===== src/rtl/bcr_pkg.sv =====
package bcr_pkg;
   localparam int CMD_W = 7;

   typedef enum logic [CMD_W-1:0] {
      K_GTL = 7'h01,
      K_SDC = 7'h04,
      K_PPC = 7'h05,
      K_GET = 7'h08,
      K_TCT = 7'h09,
      K_LLO = 7'h11,
      K_DCL = 7'h14,
      K_PPU = 7'h15,
      K_SPE = 7'h18,
      K_SPD = 7'h19
   } bus_cmd_e;

   typedef struct packed {
      logic dev_clr;
      logic sp_on;
      logic sp_off;
      logic tct_arm;
   } cmd_hit_t;
endpackage


===== src/rtl/bcr_decode.sv =====
module bcr_decode
   import bcr_pkg::*;
#(
   parameter int DATA_W = 8
) (
   input  logic              cmd_valid,
   input  logic [DATA_W-1:0] cmd_byte,
   input  logic              atn,
   input  logic              addr_listen,
   input  logic              addr_talk,
   input  logic              is_ctrl,
   output cmd_hit_t          hit
);
   localparam int HI_W = DATA_W - CMD_W;

   logic [CMD_W-1:0] code;
   logic             take;
   logic             unused_hi;

   assign code      = cmd_byte[CMD_W-1:0];
   assign take      = cmd_valid & atn;
   assign unused_hi = &{1'b0, cmd_byte[DATA_W-1:CMD_W]};

   always_comb begin
      hit = '0;
      if (take) begin
         case (code)
            K_DCL:   hit.dev_clr = ~is_ctrl;
            K_SDC:   hit.dev_clr = ~is_ctrl & addr_listen;
            K_SPE:   hit.sp_on   = 1'b1;
            K_SPD:   hit.sp_off  = 1'b1;
            K_TCT:   hit.tct_arm = addr_talk;
            K_GTL, K_LLO, K_GET, K_PPC, K_PPU: hit = '0;
            default: hit = '0;
         endcase
      end
   end

   initial begin
      if (HI_W < 1) $error("bcr_decode: DATA_W must exceed the command width");
   end
endmodule


===== src/rtl/bcr_ctrl.sv =====
module bcr_ctrl (
   input  logic clk,
   input  logic rst_n,
   input  logic dc_set,
   input  logic dc_clr,
   input  logic irq_mask_dc,
   input  logic tct_arm,
   input  logic atn,
   output logic dev_clr_flag,
   output logic irq,
   output logic take_ctrl
);
   logic tct_pend;

   always_ff @(posedge clk) begin
      if (!rst_n) begin
         dev_clr_flag <= 1'b0;
      end else if (dc_set) begin
         dev_clr_flag <= 1'b1;
      end else if (dc_clr) begin
         dev_clr_flag <= 1'b0;
      end
   end

   assign irq = dev_clr_flag & irq_mask_dc;

   always_ff @(posedge clk) begin
      if (!rst_n) begin
         tct_pend  <= 1'b0;
         take_ctrl <= 1'b0;
      end else begin
         take_ctrl <= tct_pend & ~atn;
         if (tct_pend & ~atn) tct_pend <= 1'b0;
         else if (tct_arm)    tct_pend <= 1'b1;
      end
   end

   p_dc_set_r2: assert property (@(posedge clk) disable iff (!rst_n)
      dc_set |=> dev_clr_flag);
   p_dc_clr_r3: assert property (@(posedge clk) disable iff (!rst_n)
      (dc_clr && !dc_set) |=> !dev_clr_flag);
   p_irq_mask_r3: assert property (@(posedge clk) disable iff (!rst_n)
      !irq_mask_dc |-> !irq);
   p_take_pulse_r9: assert property (@(posedge clk) disable iff (!rst_n)
      take_ctrl |=> !take_ctrl);
   p_take_after_release_r9: assert property (@(posedge clk) disable iff (!rst_n)
      $rose(take_ctrl) |-> !$past(atn));
endmodule


===== src/rtl/bcr_spoll.sv =====
module bcr_spoll #(
   parameter int DATA_W  = 8,
   parameter int SRQ_BIT = 6
) (
   input  logic              clk,
   input  logic              rst_n,
   input  logic              sp_on,
   input  logic              sp_off,
   input  logic              host_wr,
   input  logic [DATA_W-1:0] host_wdata,
   input  logic              host_srq,
   input  logic              addr_talk,
   output logic              spoll_mode,
   output logic              resp_sel,
   output logic [DATA_W-1:0] resp_byte
);
   logic [DATA_W-1:0] stored;

   always_ff @(posedge clk) begin
      if (!rst_n) begin
         spoll_mode <= 1'b0;
      end else if (sp_on) begin
         spoll_mode <= 1'b1;
      end else if (sp_off) begin
         spoll_mode <= 1'b0;
      end
   end

   always_ff @(posedge clk) begin
      if (!rst_n)       stored <= '0;
      else if (host_wr) stored <= host_wdata;
   end

   assign resp_sel = spoll_mode & addr_talk;

   always_comb begin
      resp_byte          = stored;
      resp_byte[SRQ_BIT] = host_srq;
   end

   initial begin
      if (SRQ_BIT >= DATA_W) $error("bcr_spoll: SRQ_BIT outside the byte");
   end

   p_spe_r5: assert property (@(posedge clk) disable iff (!rst_n)
      sp_on |=> spoll_mode);
   p_spd_r5: assert property (@(posedge clk) disable iff (!rst_n)
      (sp_off && !sp_on) |=> !spoll_mode);
   p_sel_r6: assert property (@(posedge clk) disable iff (!rst_n)
      !spoll_mode |-> !resp_sel);
   p_srq_r6: assert property (@(posedge clk) disable iff (!rst_n)
      resp_byte[SRQ_BIT] == host_srq);
endmodule


===== src/rtl/bcr_ppoll.sv =====
module bcr_ppoll #(
   parameter int PP_LINES = 8,
   parameter bit PP_REG   = 1'b0,
   localparam int SEL_W   = (PP_LINES > 1) ? $clog2(PP_LINES) : 1
) (
   input  logic                clk,
   input  logic                rst_n,
   input  logic                atn,
   input  logic                eoi,
   input  logic                ist,
   input  logic [SEL_W-1:0]    pp_sel_sw,
   input  logic                pp_sense_sw,
   output logic [PP_LINES-1:0] pp_lines
);
   logic                poll;
   logic [PP_LINES-1:0] drive;

   assign poll = atn & eoi & (ist == pp_sense_sw);

   always_comb begin
      drive = '0;
      for (int i = 0; i < PP_LINES; i++) begin
         if (poll && (pp_sel_sw == SEL_W'(i))) drive[i] = 1'b1;
      end
   end

   generate
      if (PP_REG) begin : g_reg
         always_ff @(posedge clk) begin
            if (!rst_n) pp_lines <= '0;
            else        pp_lines <= drive;
         end
      end else begin : g_comb
         logic unused_clk;
         assign unused_clk = &{1'b0, clk, rst_n};
         assign pp_lines   = drive;
      end
   endgenerate

   initial begin
      if (PP_LINES < 1 || PP_LINES > 8) $error("bcr_ppoll: PP_LINES out of range");
   end

   p_onehot_r8: assert property (@(posedge clk) disable iff (!rst_n)
      $onehot0(pp_lines));
   p_quiet_r8: assert property (@(posedge clk) disable iff (!rst_n)
      !(atn && eoi) && !PP_REG |-> pp_lines == '0);
endmodule


===== src/rtl/bus_cmd_responder.sv =====
module bus_cmd_responder
   import bcr_pkg::*;
#(
   parameter int DATA_W   = 8,
   parameter int PP_LINES = 8,
   parameter bit PP_REG   = 1'b0,
   parameter int SRQ_BIT  = 6,
   localparam int PP_SEL_W = (PP_LINES > 1) ? $clog2(PP_LINES) : 1
) (
   input  logic                clk,
   input  logic                rst_n,
   input  logic                cmd_valid,
   input  logic [DATA_W-1:0]   cmd_byte,
   input  logic                atn,
   input  logic                eoi,
   input  logic                addr_listen,
   input  logic                addr_talk,
   input  logic                is_ctrl,
   input  logic                dc_clr,
   input  logic                irq_mask_dc,
   input  logic                host_wr,
   input  logic [DATA_W-1:0]   host_wdata,
   input  logic                host_srq,
   input  logic                ist,
   input  logic [PP_SEL_W-1:0] pp_sel_sw,
   input  logic                pp_sense_sw,
   output logic                dev_clr_flag,
   output logic                irq,
   output logic                spoll_mode,
   output logic                resp_sel,
   output logic [DATA_W-1:0]   resp_byte,
   output logic [PP_LINES-1:0] pp_lines,
   output logic                take_ctrl
);
   cmd_hit_t hit;

   bcr_decode #(.DATA_W(DATA_W)) u_dec (
      .cmd_valid  (cmd_valid),
      .cmd_byte   (cmd_byte),
      .atn        (atn),
      .addr_listen(addr_listen),
      .addr_talk  (addr_talk),
      .is_ctrl    (is_ctrl),
      .hit        (hit)
   );

   bcr_ctrl u_ctrl (
      .clk         (clk),
      .rst_n       (rst_n),
      .dc_set      (hit.dev_clr),
      .dc_clr      (dc_clr),
      .irq_mask_dc (irq_mask_dc),
      .tct_arm     (hit.tct_arm),
      .atn         (atn),
      .dev_clr_flag(dev_clr_flag),
      .irq         (irq),
      .take_ctrl   (take_ctrl)
   );

   bcr_spoll #(.DATA_W(DATA_W), .SRQ_BIT(SRQ_BIT)) u_sp (
      .clk       (clk),
      .rst_n     (rst_n),
      .sp_on     (hit.sp_on),
      .sp_off    (hit.sp_off),
      .host_wr   (host_wr),
      .host_wdata(host_wdata),
      .host_srq  (host_srq),
      .addr_talk (addr_talk),
      .spoll_mode(spoll_mode),
      .resp_sel  (resp_sel),
      .resp_byte (resp_byte)
   );

   bcr_ppoll #(.PP_LINES(PP_LINES), .PP_REG(PP_REG)) u_pp (
      .clk        (clk),
      .rst_n      (rst_n),
      .atn        (atn),
      .eoi        (eoi),
      .ist        (ist),
      .pp_sel_sw  (pp_sel_sw),
      .pp_sense_sw(pp_sense_sw),
      .pp_lines   (pp_lines)
   );

   p_no_atn_r10: assert property (@(posedge clk) disable iff (!rst_n)
      (cmd_valid && !atn && !dc_clr) |=> $stable(dev_clr_flag));
   p_ctrl_blocks_dc_r2: assert property (@(posedge clk) disable iff (!rst_n)
      (is_ctrl && !dc_clr && !dev_clr_flag) |=> !dev_clr_flag);
endmodule


===== config.mk =====
export PLATFORM = sky130hd
export DESIGN_NAME = bus_cmd_responder
export DESIGN_NICKNAME = d
export VERILOG_FILES = /design/src/rtl/bcr_pkg.sv /design/src/rtl/bcr_decode.sv /design/src/rtl/bcr_ctrl.sv /design/src/rtl/bcr_spoll.sv /design/src/rtl/bcr_ppoll.sv /design/src/rtl/bus_cmd_responder.sv
export SDC_FILE = /design/constraint.sdc
export NUM_CORES = 1
export LEC_CHECK = 0
export BUFFER_PORTS_ARGS = -buffer_cell sky130_fd_sc_hd__buf_4
export CORE_UTILIZATION = 25
export DETAILED_ROUTE_END_ITERATION = 6
export GPL_ROUTABILITY_DRIVEN = 0
export SLEW_MARGIN = 20
export SYNTH_ARGS = -nofsm -noshare
export SYNTH_HDL_FRONTEND = slang
export SYNTH_SLANG_ARGS = --single-unit

===== constraint.sdc =====
create_clock -name clk -period 1.7 [get_ports clk]
set_clock_uncertainty 0.15 [all_clocks]
set_input_delay 0.34 -clock clk [delete_from_list [all_inputs] [get_ports clk]]
set_output_delay 0.34 -clock clk [all_outputs]
set_load 0.01 [all_outputs]

# Yosys cells after proc, flatten, opt, wreduce, memory -nomap -nowiden
# Index checks and enable logic that the tools add are counted.
[word_totals] ff_bits=12 input_bits=33
[classes] n_reduce_logical=12 n_eq_ne=13 n_bitwise=10 muxes=17
[ops] operator="$eq A7 B5 Y1 const B" n=3
[ops] operator="$mux W1" n=15
[ops] operator="$eq A3 B3 Y1 const B" n=4
[ops] operator="$logic_and A1 B1 Y1" n=8
[ops] operator="$and A1 B1 Y1" n=7
[ops] operator="$eq A7 B3 Y1 const B" n=1
[ops] operator="$eq A7 B4 Y1 const B" n=1
[ops] operator="$eq A3 B2 Y1 const B" n=2
[ops] operator="$mux W4" n=1
[ops] operator="$reduce_bool A2 Y1" n=2
[ops] operator="$eq A3 B1 Y1 const B" n=1
[ops] operator="$logic_not A3 Y1" n=1
[ops] operator="$not A1 Y1" n=3
[ops] operator="$pmux W1 S2" n=1
[ops] operator="$reduce_or A2 Y1" n=1
[ops] operator="$eq A1 B1 Y1" n=1

# Longest topological paths before layout
[depth] word_depth=6 ltp_mapped=3 depth_no_buf=3

# By module
# From an unflattened synthesis, not the netlist that was laid out.
[hier_totals] hier_cells=61 hier_area_um2=594.3
[by_module_without_submodules] module="bcr_spoll" instances=1 area_per_inst_um2=312.8 cells_each=27
[by_module_without_submodules] module="bcr_ctrl" instances=1 area_per_inst_um2=106.4 cells_each=9
[by_module_without_submodules] module="bcr_decode" instances=1 area_per_inst_um2=87.6 cells_each=11
[by_module_without_submodules] module="bcr_ppoll" instances=1 area_per_inst_um2=87.6 cells_each=14

# Least setup slack after synthesis
# No wires, ideal clock.
[synth_timing] kind="input to output" from="in pp_sense_sw" to="out pp_lines[0]" setup_slack_ns=0.246 cell_stages=3 n_path_buf=0 arrival_ns=0.964 path_cell_list="xnor2_1 nand4b_1 nor3_1"
[synth_between] elab_chain_cells=4
[synth_lines] element="from (decl)" line="bus_cmd_responder.sv:26" text="input logic pp_sense_sw,"
[synth_lines] element="$eq A1 B1 Y1" line="bcr_ppoll.sv:18" text="assign poll = atn & eoi & (ist == pp_sense_sw);"
[synth_lines] element="$and A1 B1 Y1" line="bcr_ppoll.sv:18"
[synth_lines] element="$logic_and A1 B1 Y1" line="bcr_ppoll.sv:23" text="if (poll && (pp_sel_sw == SEL_W'(i))) drive[i] = 1'b1;"
[synth_lines] element="$mux W1" line="bcr_ppoll.sv:23"
[synth_lines] element="to (decl)" line="bus_cmd_responder.sv:32" text="output logic [PP_LINES-1:0] pp_lines,"
# Every way passes these cells.

# Worst setup path in the final report
[layout_timing] from="in ist" to="out pp_lines[0]"
[layout_between] elab_chain_cells=4
[layout_lines] element="from (decl)" line="bus_cmd_responder.sv:24" text="input logic ist,"
[layout_lines] element="$eq A1 B1 Y1" line="bcr_ppoll.sv:18"
[layout_lines] element="$and A1 B1 Y1" line="bcr_ppoll.sv:18"
[layout_lines] element="$logic_and A1 B1 Y1" line="bcr_ppoll.sv:23"
[layout_lines] element="$mux W1" line="bcr_ppoll.sv:23"
# Every way passes these cells.

==> impl_metrics.py <==
metrics = {
    "yosys": {
        "xor_and_xnor_area_share_after_synthesis_pct": 1.67,
        "dominant_combinational_cell_family_by_area_after_synthesis": "simple AND/OR/NAND/NOR gates",
        "post_synth_inst_count": 57,
        "synth_largest_type_area_fraction_pct": 41.9,
        "synthesis.area_per_instance_sq_um": 9.22,
        "synth.lib_cells_used.distinct": 22,
        "postSynthRegisterBits": 11,
        "synth_mux_area_share_pct": 13.3,
        "mappedNetlistNets": 90,
        "seq_area_frac_synth_pct": 41.9,
        "synth_simple_gate_area_share_pct": 33.6,
        "yosysWarningCount": 0,
        "synth_largest_area_cell": "dfxtp_1",
        "synth-adder-area-share_pct": 0,
        "share_of_the_synthesized_area_in_compound_gates_ao_oa_aoi_oai_pct": 6.43,
        "synth_area_leaders": "dfxtp_1 42%, mux2i_1 13%, nor2_1 10%",
        "mappedNetlistArea_sq_um": 526,
    },
    "pwr": {
        "power.leakage_nw": 0.469,
        "power.density_cell_area_mw_per_mm2": 590,
        "irDropWorstVdd_uv": 276,
    },
    "job": {
        "maxCapViolations": 0,
    },
    "hold_path": {
        "min_path_type": "in2reg",
        "hold_path_startpoint": "cmd_byte[0]",
        "min_delay_worst_endpoint": "u_sp.spoll_mode",
        "hold-path-cell-count": 2,
    },
    "floorplanning": {
        "dieWidth_microns": 47.8,
        "num_io_pins": 54,
        "die_area_sq_mm": 0.00229,
        "site_row_count": 16,
        "die-height_microns": 47.8,
        "floorplan.core_area_sq_mm": 0.00196,
        "start_util_pct": 26.8,
    },
    "timing": {
        "final.setup.worst_slack_ns": 0.0302,
        "final_hold_viol_count": 0,
        "slew_headroom_pct": 79.8,
        "share_of_the_clock_period_used_by_the_worst_path_after_layout_pct": 98.2,
        "drv_slew": 0,
        "clock.fmax_mhz": 599,
        "fin_crit_ns": 1.67,
        "timing.final.setup_violations": 0,
        "worstMarginPinSlew_ns": 0.302,
        "unrepaired_setup_endpoints_after_global_routing": "yes",
    },
    "run_status": {
        "result_of_the_run": "finished, final reports clean",
    },
    "placed_design": {
        "dpl-instance-area_sq_um": 915,
        "place_worst_setup_slack_ns": 0.0327,
        "hpwl_mm": 1.14,
        "io_buffer_count": 49,
    },
    "global_route": {
        "grt.overflow.total": 0,
        "grt_pass1_wl_mm": 1.95,
        "gr-usage-all-layers_pct": 12.2,
        "initial_antenna_violation_count": 0,
        "largest_net_degree_at_the_start_of_global_routing": 11,
        "grt_pass1_vias": 509,
    },
    "drt": {
        "antenna_left": 0,
        "drc": 0,
        "drt-vias-per-instance": 4.33,
        "avgRoutedWirePerCell_microns": 10.2,
        "totalWireLength_mm": 1.38,
        "routed-via-count": 585,
        "drt_pre_antenna_iters": 1,
        "detailedRoute.firstIterationViolations": 0,
    },
    "layout": {
        "final.fill_count": 215,
        "area_growth_pct": 83.3,
        "antenna_cells_inserted": 0,
        "post-route-cell-area_sq_um": 963,
        "drive_gt1_share_pct": 52.8,
        "fin_nets": 142,
        "utilization_pct": 49.1,
    },
    "worst_setup_path": {
        "reg2reg_to": "u_sp.spoll_mode",
        "type_of_the_worst_setup_path": "in2out",
        "cp-end-kind": "primary output",
        "critical_path_origin": "ist",
        "worstReg2RegStart": "u_sp.spoll_mode",
        "crit_path_start_kind": "primary input",
        "worst-r2r-cell-count": 2,
        "internal_reg_to_reg_setup_slack_ns": 0.81,
        "crit_arrival_ns": 1.18,
        "critPathRequiredTime_ns": 1.21,
        "cp_max_fo": 4,
    },
    "clocking": {
        "cts_num_sinks": 11,
        "clock_tree_root_buffer_cell": "clkbuf_4",
        "clkTransAtPathRegs_ns": 0.07,
        "worst_skew_pair.late_latency_ns": 0.26,
        "max-clock-path-buffers": 2,
        "cts_made_buffers": 3,
        "cts_setup_buffers": 0,
        "htreeDepth": 1,
        "cts_tree": "done",
    },
}
==> Yosys cell counts <==
master,number
nor4b_1,1
buf_4,1
xnor2_1,1
dfxtp_1,11
nor2_1,14
nor3_1,2
o2111ai_1,1
clkinv_1,1
nor4b_4,1
nand2b_1,3
nand4b_1,1
a31oi_1,1
nor4bb_1,1
nand4_1,1
and2_1,2
a21oi_1,2
buf_2,1
nand2_1,2
and4b_1,1
nor3b_1,1
a311oi_1,1
mux2i_1,7
==> cell families after synthesis <==
logic type | after synthesis
and+or+nand+nor | 30
xor gates and xnor gates | 1
DFF | 11
buffers and inverters | 3
AOI/OAI and AO/OA | 5
muxes | 7
==> worst max path at each step <==
stage	to	slack [ns]
after floorplan	pp_lines[0]	0.25
after global placement	pp_lines[0]	0.06
after detailed placement	pp_lines[0]	0.03
after CTS	pp_lines[0]	0.02
after global routing	pp_lines[0]	-0.05
final	pp_lines[0]	0.03
==> timing repair <==
| item | CTS | global route |
|---|---|---|
| gates resized for setup | 0 | 4 |
| setup endpoints to repair | 0 | 4 |
| hold buffers | 0 | 0 |
==> per-layer routing <==
| layer | global-route usage [%] | share of wire (%) | routed length [microns] |
|---|---|---|---|
| met1 | 14.0 | 39 | 538 |
| met2 | 20.3 | 47 | 649 |
| met3 | 3.40 | 14 | 189 |
| met4 | 6.67 | 0 | 0 |
| met5 | 0 | 0 | 0 |
==> area by class of cell <==
| type | instances | area (sq um) | share of cell area (%) |
|---|---|---|---|
| Clock buffer | 3 | 22.5 | 2.34 |
| Inverter | 1 | 3.75 | 0.390 |
| Multi-Input combinational cell | 43 | 307 | 31.8 |
| Tap cell | 27 | 33.8 | 3.51 |
| Sequential cell | 11 | 220 | 22.9 |
| Timing Repair Buffer | 49 | 372 | 38.6 |
| Clock inverter | 1 | 5.00 | 0.519 |
==> where the power goes <==
group	internal (mW)	switching [mW]	leakage [nW]
clock network	0.0869	0.0823	0.0177
logic	0.0778	0.0491	0.361
registers	0.268	0.00469	0.0900
==> sequential cells by signal, indices dropped and copies added, names as in the netlist <==
name,flops
u_ctrl.dev_clr_flag,1
u_ctrl.take_ctrl,1
u_ctrl.tct_pend,1
u_sp.spoll_mode,1
u_sp.stored,7
==> metrics by stage <==
step / total power, mW / TNS, ns / hold slack, ns / cells
5_1_grt: 0.602 / -0.0490 / 0.127 / 135
3_3_place_gp: 0.399 / 0 / 0.301 / 131
4_1_cts: 0.578 / 0 / 0.120 / 135
2_1_floorplan: 0.322 / 0 / 0.266 / 57
3_5_place_dp: 0.402 / 0 / 0.316 / 131
6_report: 0.568 / 0 / 0.133 / 135
==> cell usage in the layout (no fill, tap or decap), drive strengths merged <==
master / count
nor4b: 2
nor2: 14
nand4: 1
buf: 49
nor3: 2
xnor2: 1
nand4b: 1
a31oi: 1
dfxtp: 11
clkbuf: 3
clkinv: 2
a21oi: 2
mux2i: 7
and4b: 1
and2: 2
nand2: 2
nor3b: 1
nor4bb: 1
nand2b: 3
a311oi: 1
o2111ai: 1
==> worst max-delay path: stages <==
cell and delay, ns:
buf_6 0.10, xnor2_2 0.16, nand4b_1 0.22, nor3_2 0.21
buf_4 0.14
Note: power is estimated with default switching activity, not from simulation.
